--- config.mk ---
export PLATFORM = sky130hd
export DESIGN_NAME = keyed_watchdog
export DESIGN_NICKNAME = d
export VERILOG_FILES = /design/src/rtl/kwd_pkg.sv /design/src/rtl/kwd_regfile.sv /design/src/rtl/kwd_counter.sv /design/src/rtl/kwd_escalate.sv /design/src/rtl/keyed_watchdog.sv
export SDC_FILE = /design/constraint.sdc
export NUM_CORES = 1
export LEC_CHECK = 0
export BUFFER_PORTS_ARGS = -buffer_cell sky130_fd_sc_hd__buf_2
export CAP_MARGIN = 10
export CORE_MARGIN = 2
export CORE_UTILIZATION = 59
export DETAILED_ROUTE_END_ITERATION = 10
export HOLD_SLACK_MARGIN = 0.08
export PLACE_DENSITY = 0.87
export SETUP_SLACK_MARGIN = 0.02
export SLEW_MARGIN = 25
export SYNTH_ARGS = -nofsm -noshare
export SYNTH_HDL_FRONTEND = slang
export SYNTH_SLANG_ARGS = --single-unit
--- constraint.sdc ---
create_clock -name clk -period 5.83 [get_ports clk]
set_clock_uncertainty 0.15 [all_clocks]
set_input_delay 0.583 -clock clk [delete_from_list [all_inputs] [get_ports clk]]
set_output_delay 0.583 -clock clk [all_outputs]
set_load 0.005 [all_outputs]
--- src/rtl/kwd_pkg.sv ---
package kwd_pkg;
    // Register offsets (byte addresses)
    localparam logic [11:0] OFF_RELOAD = 12'h000;
    localparam logic [11:0] OFF_COUNT  = 12'h004;
    localparam logic [11:0] OFF_CTRL   = 12'h008;
    localparam logic [11:0] OFF_ACK    = 12'h00C;
    localparam logic [11:0] OFF_STATUS = 12'h014;
    localparam logic [11:0] OFF_KEY    = 12'hC00;

    localparam logic [31:0] UNLOCK_KEY = 32'h1ACCE551;

    // Control bit positions
    localparam int CTRL_RSTEN_BIT = 0;
    localparam int CTRL_RUN_BIT   = 1;
endpackage

--- src/rtl/kwd_regfile.sv ---
module kwd_regfile
    import kwd_pkg::*;
#(
    parameter int ADDR_W = 12,
    parameter int DATA_W = 32,
    parameter int CNT_W  = 32
) (
    input  logic              clk,
    input  logic              rst_n,
    input  logic [ADDR_W-1:0] bus_addr,
    input  logic              bus_we,
    input  logic [DATA_W-1:0] bus_wdata,
    input  logic [CNT_W-1:0]  cnt_val,
    input  logic              irq_vis,
    output logic [DATA_W-1:0] bus_rdata,
    output logic [CNT_W-1:0]  reload_val,
    output logic [CNT_W-1:0]  load_data,
    output logic              run_en,
    output logic              rst_en,
    output logic              load_wr,
    output logic              ack_wr
);
    typedef struct packed {
        logic             locked;
        logic [CNT_W-1:0] reload;
        logic             run;
        logic             rsten;
    } regs_t;

    regs_t st_d, st_q;

    logic sel_reload, sel_count, sel_ctrl, sel_ack, sel_status, sel_key;
    logic open_wr;

    always_comb begin
        sel_reload = (bus_addr == ADDR_W'(OFF_RELOAD));
        sel_count  = (bus_addr == ADDR_W'(OFF_COUNT));
        sel_ctrl   = (bus_addr == ADDR_W'(OFF_CTRL));
        sel_ack    = (bus_addr == ADDR_W'(OFF_ACK));
        sel_status = (bus_addr == ADDR_W'(OFF_STATUS));
        sel_key    = (bus_addr == ADDR_W'(OFF_KEY));
        open_wr    = bus_we && !st_q.locked;

        st_d = st_q;
        if (bus_we && sel_key) begin
            st_d.locked = (bus_wdata != DATA_W'(UNLOCK_KEY));
        end
        if (open_wr && sel_reload) begin
            st_d.reload = bus_wdata[CNT_W-1:0];
        end
        if (open_wr && sel_ctrl) begin
            st_d.run   = bus_wdata[CTRL_RUN_BIT];
            st_d.rsten = bus_wdata[CTRL_RSTEN_BIT];
        end

        load_wr   = open_wr && sel_reload;
        ack_wr    = open_wr && sel_ack && bus_wdata[0];
        load_data = bus_wdata[CNT_W-1:0];

        bus_rdata = '0;
        if (sel_reload) begin
            bus_rdata = DATA_W'(st_q.reload);
        end else if (sel_count) begin
            bus_rdata = DATA_W'(cnt_val);
        end else if (sel_ctrl) begin
            bus_rdata[CTRL_RUN_BIT]   = st_q.run;
            bus_rdata[CTRL_RSTEN_BIT] = st_q.rsten;
        end else if (sel_status) begin
            bus_rdata[0] = irq_vis;
        end else if (sel_key) begin
            bus_rdata[0] = st_q.locked;
        end
    end

    always_ff @(posedge clk) begin
        if (!rst_n) begin
            st_q.locked <= 1'b1;
            st_q.reload <= '1;
            st_q.run    <= 1'b0;
            st_q.rsten  <= 1'b0;
        end else begin
            st_q <= st_d;
        end
    end

    assign reload_val = st_q.reload;
    assign run_en     = st_q.run;
    assign rst_en     = st_q.rsten;

    p_locked_reload_r2: assert property (@(posedge clk) disable iff (!rst_n)
        (st_q.locked && bus_we && sel_reload) |=> $stable(st_q.reload));

    p_locked_ctrl_r2: assert property (@(posedge clk) disable iff (!rst_n)
        (st_q.locked && bus_we && sel_ctrl) |=> ($stable(st_q.run) && $stable(st_q.rsten)));

    p_key_unlock_r3: assert property (@(posedge clk) disable iff (!rst_n)
        (bus_we && sel_key && bus_wdata == DATA_W'(UNLOCK_KEY)) |=> !st_q.locked);
endmodule

--- src/rtl/kwd_counter.sv ---
module kwd_counter #(
    parameter int CNT_W = 32
) (
    input  logic             clk,
    input  logic             rst_n,
    input  logic             run_en,
    input  logic             load_wr,
    input  logic [CNT_W-1:0] load_data,
    input  logic             ack_wr,
    input  logic [CNT_W-1:0] reload_val,
    output logic [CNT_W-1:0] cnt_val,
    output logic             expire
);
    typedef struct packed {
        logic [CNT_W-1:0] cnt;
    } cnt_t;

    cnt_t st_d, st_q;
    logic at_zero;

    always_comb begin
        at_zero = (st_q.cnt == '0);
        expire  = run_en && at_zero && !load_wr && !ack_wr;
        st_d    = st_q;
        if (load_wr) begin
            st_d.cnt = load_data;
        end else if (ack_wr) begin
            st_d.cnt = reload_val;
        end else if (run_en) begin
            if (at_zero) begin
                st_d.cnt = reload_val;
            end else begin
                st_d.cnt = st_q.cnt - CNT_W'(1);
            end
        end
    end

    always_ff @(posedge clk) begin
        if (!rst_n) begin
            st_q.cnt <= '1;
        end else begin
            st_q <= st_d;
        end
    end

    assign cnt_val = st_q.cnt;

    p_count_step_r6: assert property (@(posedge clk) disable iff (!rst_n)
        (run_en && !load_wr && !ack_wr && st_q.cnt != '0)
        |=> (st_q.cnt == $past(st_q.cnt) - CNT_W'(1)));

    p_count_hold_r6: assert property (@(posedge clk) disable iff (!rst_n)
        (!run_en && !load_wr && !ack_wr) |=> $stable(st_q.cnt));

    p_load_now_r4: assert property (@(posedge clk) disable iff (!rst_n)
        load_wr |=> (st_q.cnt == $past(load_data)));
endmodule

--- src/rtl/kwd_escalate.sv ---
module kwd_escalate (
    input  logic clk,
    input  logic rst_n,
    input  logic expire,
    input  logic ack_wr,
    input  logic rst_en,
    output logic irq_pend,
    output logic sys_rst
);
    typedef struct packed {
        logic irq;
        logic rst;
    } esc_t;

    esc_t st_d, st_q;

    always_comb begin
        st_d     = st_q;
        st_d.rst = 1'b0;
        if (ack_wr) begin
            st_d.irq = 1'b0;
        end else if (expire) begin
            if (!st_q.irq) begin
                st_d.irq = 1'b1;
            end else if (rst_en && !st_q.rst) begin
                st_d.rst = 1'b1;
            end
        end
    end

    always_ff @(posedge clk) begin
        if (!rst_n) begin
            st_q <= '0;
        end else begin
            st_q <= st_d;
        end
    end

    assign irq_pend = st_q.irq;
    assign sys_rst  = st_q.rst;

    p_rst_single_r8: assert property (@(posedge clk) disable iff (!rst_n)
        st_q.rst |=> !st_q.rst);

    p_rst_keeps_irq_r8: assert property (@(posedge clk) disable iff (!rst_n)
        st_q.rst |-> st_q.irq);

    p_rst_gated_r9: assert property (@(posedge clk) disable iff (!rst_n)
        !rst_en |=> !st_q.rst);

    p_ack_clears_r10: assert property (@(posedge clk) disable iff (!rst_n)
        ack_wr |=> !st_q.irq);
endmodule

--- src/rtl/keyed_watchdog.sv ---
module keyed_watchdog #(
    parameter int ADDR_W = 12,
    parameter int DATA_W = 32,
    parameter int CNT_W  = 32
) (
    input  logic              clk,
    input  logic              rst_n,
    input  logic [ADDR_W-1:0] bus_addr,
    input  logic              bus_we,
    input  logic [DATA_W-1:0] bus_wdata,
    output logic [DATA_W-1:0] bus_rdata,
    output logic              irq_o,
    output logic              sys_rst_o
);
    logic [CNT_W-1:0] cnt_val, reload_val, load_data;
    logic run_en, rst_en, load_wr, ack_wr, expire, irq_pend, irq_vis;

    assign irq_vis = irq_pend && run_en;

    kwd_regfile #(.ADDR_W(ADDR_W), .DATA_W(DATA_W), .CNT_W(CNT_W)) u_regs (
        .clk        (clk),
        .rst_n      (rst_n),
        .bus_addr   (bus_addr),
        .bus_we     (bus_we),
        .bus_wdata  (bus_wdata),
        .cnt_val    (cnt_val),
        .irq_vis    (irq_vis),
        .bus_rdata  (bus_rdata),
        .reload_val (reload_val),
        .load_data  (load_data),
        .run_en     (run_en),
        .rst_en     (rst_en),
        .load_wr    (load_wr),
        .ack_wr     (ack_wr)
    );

    kwd_counter #(.CNT_W(CNT_W)) u_cnt (
        .clk        (clk),
        .rst_n      (rst_n),
        .run_en     (run_en),
        .load_wr    (load_wr),
        .load_data  (load_data),
        .ack_wr     (ack_wr),
        .reload_val (reload_val),
        .cnt_val    (cnt_val),
        .expire     (expire)
    );

    kwd_escalate u_esc (
        .clk      (clk),
        .rst_n    (rst_n),
        .expire   (expire),
        .ack_wr   (ack_wr),
        .rst_en   (rst_en),
        .irq_pend (irq_pend),
        .sys_rst  (sys_rst_o)
    );

    assign irq_o = irq_vis;

    p_irq_masked_r11: assert property (@(posedge clk) disable iff (!rst_n)
        !run_en |-> !irq_o);

    p_first_expiry_r7: assert property (@(posedge clk) disable iff (!rst_n)
        (expire && !irq_pend) |=> (irq_pend && cnt_val == $past(reload_val)));
endmodule

==> results of run 1 <==
Yosys cell counts (all sizes together) (4+ instances only):
cell type,n,area [um^2]
a32oi,7,61.3
mux2i,7,70.1
clkbuf,26,98.8
o211ai,13,97.6
or3,8,50.1
dfxtp,69,1380
a22oi,6,45.0
nor3,40,215
inv,13,48.8
a22o,27,236
nand4,9,56.3
xnor2,5,43.8
and3,9,56.3
o21ai,27,135
nand3,31,155
nand2b,5,31.3
a31oi,14,87.6
buf,15,98.8
o311ai,4,35.0
nand2,68,255
a21oi,22,110
o221ai,5,43.8
nor4,16,121
nor2,41,156
nor4b,4,35.0
or4,12,101
worst max-delay path, cell delays in order:
cell     delay [ns]
buf_2          0.10
or4_1          0.63
or4_1          0.74
nor3b_1        0.51
a22oi_1        0.19
a31oi_1        0.21
buf_2          0.14
registers in the layout (all words and copies together), names as in the netlist:
name,flops
u_cnt.cnt_val,32
u_regs.reload_val,32
u_esc.irq_pend,1
u_esc.sys_rst,1
u_regs.rst_en,1
u_regs.run_en,1
u_regs.st_q,1
worst paths after layout:
path                                           from                            endpoint  slack [ns]  depth (start not counted)
hold / removal                        bus_wdata[16]  u_regs.reload_val[16]$_SDFFE_PN1P_        0.30                          3
setup / recovery                        bus_addr[9]                        bus_rdata[0]        1.99                          7
hold reg to reg   u_regs.reload_val[8]$_SDFFE_PN1P_   u_regs.reload_val[8]$_SDFFE_PN1P_        0.33                          2
setup reg to reg     u_cnt.cnt_val[15]$_SDFFE_PN1P_      u_cnt.cnt_val[28]$_SDFFE_PN1P_        2.58                          7
metrics by stage:
stage          setup WS [ns]  instances  hold slack (ns)  area (um^2)  util, %
3_3_place_gp            1.78        711            0.306         4760     66.3
2_1_floorplan           2.43        562            0.281         4330        -
4_1_cts                 2.02        727            0.306         4970     69.3
3_5_place_dp            1.85        711            0.313         4760     66.4
6_report                1.99        727            0.297         4980     69.4
5_1_grt                 1.85        727            0.330         4980     69.4
where the power goes:
part / total [mW] / switching (mW) / leakage [nW] / internal, mW
combinational: 0.0478 / 0.0299 / 1.37 / 0.0180
sequential: 0.472 / 0.00102 / 0.559 / 0.471
clock: 0.424 / 0.203 / 0.102 / 0.221
layout by cell type, fill, tap and decap left out, types with 7 or more instances in the layout:
cell type and n:
a21oi_1 22, a22o_1 27, a31oi_1 13, a32oi_1 7
and3_1 9, buf_2 80, buf_4 11, clkbuf_8 11
dfxtp_1 69, inv_1 13, mux2i_1 7, nand2_1 68
nand3_1 31, nand4_1 9, nor2_1 39, nor3_1 37
nor4_1 13, o211ai_1 13, o21ai_0 26, or3_1 8
or4_1 9
routing by layer:
| layer | global-route usage [%] | routed length (um) | up-vias |
|---|---|---|---|
| met4 | 19.1 | 606 | 0 |
| met3 | 7.22 | 1750 | 76 |
| met1 | 51.9 | 6260 | 2345 |
| met5 | 0 | 0 | - |
| met2 | 58.9 | 6760 | 396 |
| li1 | - | - | 2291 |
layout make-up:
| type | instances | share of cell area [%] |
|---|---|---|
| multi-input combinational | 439 | 54.9 |
| tap | 99 | 2.49 |
| clock inverter | 5 | 1.18 |
| timing repair buffer | 91 | 9.70 |
| inverter | 13 | 0.980 |
| clock buffer | 11 | 3.04 |
| sequential | 69 | 27.7 |
logic make-up after synthesis:
| logic type | share of synthesized area [%] |
|---|---|
| simple gates | 31.7 |
| compound gates | 27.1 |
| flops | 31.9 |
| buf+inv | 5.69 |
| xor+xnor | 1.42 |
| mux | 1.62 |
| fa+ha+maj | 0.578 |
==> flow_summary.yaml, run 1 <==
critical_path:
  start_kind: "input port"
  crit_fanout: 9
  end_kind: "primary output"
  cp.arrival_ns: 3.11
  critPathKind: "in -> out"
  worstPathRequired_ns: 5.10
hold_path:
  holdCritPathClass: "in -> reg"
detailed_routing:
  wl_mm: 15.4
  ant_nets: 0
  drtIter0Drc: 590
  wl_per_cell_um: 21.1
  drc: 0
  via_per_inst: 7.03
  firstDrtPassIters: 5
  vias: 5108
yosys:
  yosys_warnings: 0
  synth_enable_flop_cells: 0
  synth-seq-area-share_pct: 31.9
  avgSynthCellArea_um2: 7.70
  synth-main-ff-cell: "dfxtp_1"
  synthCells: 562
  yosysUniqueCellTypes: 65
  synth-async-reset-ratio_pct: 0
  syn-cell-area_um2: 4330
  synth_seq_cells: 69
  synth_fp_nets: 611
sta:
  slew_viol_final: 0
  fin_crit_ns: 3.84
  slew_headroom_pct: 36.3
  max_freq_mhz: 260
  final-hold-violation-count: 0
  fin_crit_sh_pct: 65.9
  worst_pin_slew_ns: 0.952
  setup_violations: 0
  rsz0062_at_grt: "false"
  finalSetupTns_ns: 0
grt:
  grt_usage_pct: 38.5
  grt.overflow.total: 0
  antenna_found_initial: 0
  grt_max_degree: 42
  grt_pass1_wl_mm: 23.3
  grt_pass1_vias: 4506
cts:
  post_cts_buffers: 0
  holdBufCountCts: 0
  post_cts_resized: 0
  numClockSinks: 69
  clk_latency_ns: 0.37
  cts.root.buffer_cell: "clkbuf_8"
  htreeDepth: 3
  clockBufferDepth: 2
  cts_made_buffers: 9
  clk_pin_slew_ns: 0.08
  cts_tree: "yes"
floorplanning:
  die_y_um: 89.7
  dieArea_um2: 8040
  start_util_pct: 60.3
  row_count: 31
  io_pins: 81
  die_w_um: 89.7
  fp.coreArea_um2: 7180
flow_run:
  cap_violations: 0
cells_and_area:
  seqCellArea_um2: 1380
  drive_gt1_share_pct: 19.7
  diodes: 0
  areaGrowthSynthToFinish_pct: 15.0
  nNetsFinal: 672
  multi_input_area_um2: 2730
  fillCellCount: 628
power:
  p_per_area_nw_per_um2: 190
  power_mw: 0.944
  p_leak_nw: 2.03
  ir_drop_mv: 0.108
place:
  gp_congestion: 0.988
  portBuffers: 80
  dp_hpwl_mm: 10.7
outcome:
  status: "completed"
Power figures use the tool's default switching activity.
==> run 2, diff against run 1 <==
- CORE_UTILIZATION: 59 -> 56
- PLACE_DENSITY: 0.87 -> 0.83
- clock period: 5.83 -> 3.65 ns (I/O delays scaled with it)
==> run 2 against run 1 <==
Hold slack got worse by 0.20 ns. Critical path depth grew 1. Cell count up 2.6%. Die area grew 5.1%. Wire length is 6.6% higher. Critical path type unchanged.
==> flow_summary.yaml, run 2 (synthesis results as in run 1) <==
grt:
  grt.overflow.total: 0
  antenna_found_initial: 0
  grt_usage_pct: 39.2
  grt_pass1_wl_mm: 25.9
  grt_pass1_vias: 4891
  grt_max_degree: 33
cts:
  post_cts_resized: 0
  holdBufCountCts: 0
  clockBufferDepth: 2
  cts_tree: "yes"
  numClockSinks: 69
  clk_pin_slew_ns: 0.09
  clk_latency_ns: 0.36
  cts_made_buffers: 9
  htreeDepth: 3
  post_cts_buffers: 0
  cts.root.buffer_cell: "clkbuf_8"
place:
  dp_hpwl_mm: 11.8
  portBuffers: 80
  gp_congestion: 0.968
sta:
  max_freq_mhz: 304
  fin_crit_ns: 3.29
  slew_viol_final: 0
  setup_violations: 0
  fin_crit_sh_pct: 90.1
  rsz0062_at_grt: "false"
  worst_pin_slew_ns: 0.904
  finalSetupTns_ns: 0
  hold_ws_ns: 0.0971
  final-hold-violation-count: 0
  slew_headroom_pct: 39.6
outcome:
  status: "completed"
detailed_routing:
  wl_mm: 16.4
  drc: 0
  drtIter0Drc: 645
  wl_per_cell_um: 22.0
  ant_nets: 0
  firstDrtPassIters: 8
  vias: 5199
  via_per_inst: 6.97
critical_path:
  cp.arrival_ns: 2.77
  reg2reg_slack_ns: 0.41
  end_kind: "primary output"
  r2r-start: "u_cnt.cnt_val[7]$_SDFFE_PN1P_"
  start_kind: "input port"
  timing.rr.end: "u_cnt.cnt_val[14]$_SDFFE_PN1P_"
  worstPathRequired_ns: 3.13
  critPathKind: "in -> out"
  crit_fanout: 32
  r2r_cells: 6
cells_and_area:
  diodes: 0
  drive_gt1_share_pct: 21.6
  areaGrowthSynthToFinish_pct: 17.5
  fillCellCount: 679
  nNetsFinal: 688
  post-route-util_pct: 66.9
  mostFrequentLayoutCells: "80 x buf_2, 69 x dfxtp_1, 68 x nand2_1, 39 x nor2_1, 37 x nor3_1"
  final_common_cell: "buf_2"
hold_path:
  min_delay_path_depth: 3
  holdCritPathClass: "in -> reg"
  worstHoldStart: "bus_wdata[3]"
  min_to: "u_regs.reload_val[3]$_SDFFE_PN1P_"
floorplanning:
  io_pins: 81
  start_util_pct: 56.9
  fp.coreArea_um2: 7610
  die_w_um: 91.9
  dieArea_um2: 8450
  row_count: 32
  die_y_um: 91.9
power:
  ir_drop_mv: 0.171
  p_per_area_nw_per_um2: 291
  p_leak_nw: 2.09
flow_run:
  cap_violations: 0
[run 2: worst max-delay path by stage]
stage / endpoint / startpoint / slack, ns
after floorplan: bus_rdata[24] / bus_addr[9] / 0.68
after global placement: bus_rdata[0] / bus_addr[9] / 0.43
after detailed placement: bus_rdata[0] / bus_addr[9] / 0.39
after CTS: bus_rdata[0] / bus_addr[9] / 0.39
after global routing: bus_rdata[0] / bus_addr[9] / 0.29
final: bus_rdata[0] / bus_addr[9] / 0.36
[run 2: area by class of cell]
class                      count  area (um^2)  share of cell area [%]
clock inverter                 7         76.3                    1.50
inverter                      13         48.8                   0.959
clock buffer                   9          124                    2.43
multi-input combinational    439         2720                    53.4
tap                          102          128                    2.51
timing repair buffer         107          616                    12.1
sequential                    69         1380                    27.1
[run 2: power breakdown]
group	total, mW	internal, mW	switching, mW
clock	0.648	0.318	0.330
combinational	0.0768	0.0294	0.0474
sequential	0.755	0.753	0.00181
[run 2: critical path: stages]
cell     delay, ns
buf_2         0.10
or4_1         0.62
or4_1         0.71
nor3b_2       0.33
buf_12        0.24
a32oi_1       0.07
a31oi_1       0.17
buf_2         0.14
[run 2: metrics by stage]
step | instances | total power [mW] | setup slack [ns] | cell area [um^2]
final | 746 | 1.48 | 0.362 | 5090
after global routing | 746 | 1.52 | 0.287 | 5090
after CTS | 746 | 1.48 | 0.390 | 5090
after detailed placement | 730 | 0.847 | 0.394 | 4890
after global placement | 730 | 0.846 | 0.428 | 4890
after floorplan | 562 | 0.798 | 0.682 | 4330
[run 2: layer usage]
layer | global-route usage, % | wire length [um] | up-vias
met5 | 0 | 0 | -
met4 | 15.5 | 628 | 0
met3 | 7.72 | 2140 | 73
met2 | 61.6 | 7310 | 418
met1 | 53.1 | 6320 | 2393
li1 | - | - | 2315
==> run 3, diff against run 2 <==
- CORE_UTILIZATION: 56 -> 57
- PLACE_DENSITY: 0.83 -> 0.84
- SYNTH_HIERARCHICAL: not set -> 1
==> run 3 against run 2 <==
Synthesized cell count is 4.1% higher. Clock-buffer cell count rose by 2. Combinational power is 7.4% higher. Critical endpoint is now u_cnt/cnt_val[28]$_SDFFE_PN1P_. Largest cell class unchanged. Largest power group unchanged.
==> flow_summary.yaml, run 3 <==
power:
  p_per_area_nw_per_um2: 294
  clockPowerShare_pct: 43.4
  pwr-share-seq_pct: 51.0
  ir_drop_mv: 0.218
  p_sw_mw: 0.355
  p_comb_share_pct: 5.6
  p_leak_nw: 2.16
  p_int_mw: 1.12
  switching_share_pct: 24.1
sta:
  slew_viol_final: 0
  rsz0062_at_grt: "false"
  setup_violations: 0
  fin_ws_ns: 0.529
  finalSetupTns_ns: 0
  fin_crit_sh_pct: 85.5
  max_freq_mhz: 320
  slew_headroom_pct: 37.0
  worst_pin_slew_ns: 0.938
  fin_crit_ns: 3.12
  final-hold-violation-count: 0
yosys:
  ys_top_cells_by_area: "dfxtp_1 28%, buf_4 11%, mux2i_1 7.2%"
  synthCells: 585
  yosys_warnings: 6
  synth-seq-area-share_pct: 28.4
  synth_enable_flop_cells: 0
  synth-main-ff-cell: "dfxtp_1"
  avgSynthCellArea_um2: 8.31
  synth_seq_cells: 69
  synth_fp_nets: 634
  yosys.area.top_type_share_pct: 28.4
  syn-cell-area_um2: 4860
  post-synth-top-count-cell: "dfxtp_1"
  synth-async-reset-ratio_pct: 0
  yosysUniqueCellTypes: 68
  synth_common_cells: "69 x dfxtp_1, 68 x buf_4, 66 x nand2_1"
  yosysTopAreaCell: "dfxtp_1"
detailed_routing:
  drc: 0
  vias: 4704
  ant_nets: 0
  via_per_inst: 6.70
  drtIter0Drc: 396
  wl_mm: 15.0
  firstDrtPassIters: 5
  wl_per_cell_um: 21.3
place:
  dp_hpwl_mm: 10.8
  pre_cts_ws_ns: 0.622
  gp_congestion: 0.991
  portBuffers: 80
grt:
  grt_busiest_layer: "met2"
  grtUsageMet3_pct: 5.95
  use_met1_pct: 43.9
  grtUsageMet2_pct: 51.8
  grt_pass1_wl_mm: 23.3
  grt_pass1_vias: 4330
  grt_usage_pct: 33.1
  grt_max_degree: 41
  grt.overflow.total: 0
  antenna_found_initial: 0
cts:
  htreeDepth: 3
  numClockSinks: 69
  cts_made_buffers: 9
  clockBufferDepth: 2
  holdBufCountCts: 0
  post_cts_buffers: 0
  clk_pin_slew_ns: 0.08
  clk_latency_ns: 0.34
  cts_tree: "yes"
  cts.root.buffer_cell: "clkbuf_8"
  post_cts_resized: 0
floorplanning:
  start_util_pct: 58.9
  io_pins: 81
  dieArea_um2: 9280
  fp.coreArea_um2: 8260
  die_w_um: 96.3
  row_count: 33
  die_y_um: 96.3
critical_path:
  max_stage_delay_ns: 0.63
  worstPathBufferInverterCount: 0
  end_kind: "register"
  crit_fanout: 8
  worst_path_dominant_cell_family: "simple AND/OR/NAND/NOR gates"
  critPathKind: "reg -> reg"
  worstPathRequired_ns: 3.70
  critPathSlowestCell: "nor3_1"
  worstPathCellList: "nor3_1, nand4_1, nor3_2, nor3_1, a2111oi_0, a311oi_1"
  crit_top_cell: "nor3_1"
  cp.arrival_ns: 3.17
  start_kind: "register"
cells_and_area:
  areaGrowthSynthToFinish_pct: 3.22
  mostFrequentLayoutCells: "80 x buf_2, 69 x dfxtp_1, 66 x nand2_1, 35 x mux2i_1, 34 x nor2_1"
  nNetsFinal: 641
  diodes: 0
  fillCellCount: 777
  final_common_cell: "buf_2"
  drive_gt1_share_pct: 21.1
flow_run:
  cap_violations: 0
outcome:
  status: "completed"
hold_path:
  holdCritPathClass: "in -> reg"
## run 3: cell types whose count changed after synthesis, moves of 6 or more
cell      delta
a31oi_1     -10
nor3_1      -17
nor2_1       -6
a32oi_1      -7
buf_4       +65
nand3_1     -11
nand4_1      +6
o21ai_0     -15
o22ai_1     +16
a211oi_1     +8
o211ai_1    -11
clkbuf_1    -11
mux2i_1     +28
or4_1        -7
## run 3: layout make-up
cell class / instances / area, um^2 / share of cell area, %
multi-input combinational: 411 / 2780 / 55.5
sequential: 69 / 1380 / 27.5
clock inverter: 5 / 60.1 / 1.20
inverter: 10 / 37.5 / 0.748
clock buffer: 11 / 141 / 2.82
timing repair buffer: 91 / 483 / 9.63
tap: 105 / 131 / 2.62
## run 3: power by group through the flow
stage / logic, mW / clock network (mW) / registers, mW
after floorplan: 0.0512 / 0 / 0.770
after global placement: 0.0787 / 0 / 0.770
after detailed placement: 0.0802 / 0 / 0.770
after CTS: 0.0806 / 0.643 / 0.752
after global routing: 0.0875 / 0.679 / 0.752
final: 0.0825 / 0.639 / 0.752
## run 3: kinds of logic (layout without fill, tap and decap cells)
family / count (synthesis) / in the layout / synth area share, %
fa+ha+maj: 2 / 2 / 0.515
mux: 35 / 35 / 7.21
compound gates: 132 / 132 / 19.8
flops: 69 / 69 / 28.4
simple gates: 225 / 225 / 26.6
xor+xnor: 17 / 17 / 3.06
buf+inv: 105 / 117 / 14.4
## run 3: tightest hold or removal path, cell delays in order
cell     delay (ns)
buf_2          0.10
mux2i_1        0.06
nand2_1        0.06
## run 3: routing by layer
layer | up-vias | share of wire [%]
met3 | 56 | 8.6
met5 | - | 0
met1 | 2219 | 41
met2 | 289 | 46
li1 | 2140 | -
met4 | 0 | 4.2
## run 3: per-stage QoR
| step | power [mW] | hold slack, ns | area [um^2] | util (%) | std cells |
|---|---|---|---|---|---|
| final | 1.47 | 0.110 | 5020 | 60.8 | 702 |
| after global routing | 1.52 | 0.129 | 5020 | 60.8 | 702 |
| after CTS | 1.48 | 0.105 | 5020 | 60.8 | 702 |
| after detailed placement | 0.850 | 0.337 | 4820 | 58.3 | 686 |
| after global placement | 0.848 | 0.324 | 4810 | 58.3 | 686 |
| after floorplan | 0.821 | 0.302 | 4860 | - | 585 |
## run 3: worst paths after layout
kind / from / to / slack, ns / cells past startpoint
worst min register to register: u_regs/rst_en$_SDFFE_PN0P_ / u_esc/sys_rst$_SDFF_PP0_ / 0.35 / 2
worst min-delay path: bus_wdata[14] / u_regs/reload_val[14]$_SDFFE_PN1P_ / 0.11 / 3
worst max-delay path: u_cnt/cnt_val[17]$_SDFFE_PN1P_ / u_cnt/cnt_val[28]$_SDFFE_PN1P_ / 0.53 / 6
worst max register to register: u_cnt/cnt_val[17]$_SDFFE_PN1P_ / u_cnt/cnt_val[28]$_SDFFE_PN1P_ / 0.53 / 6
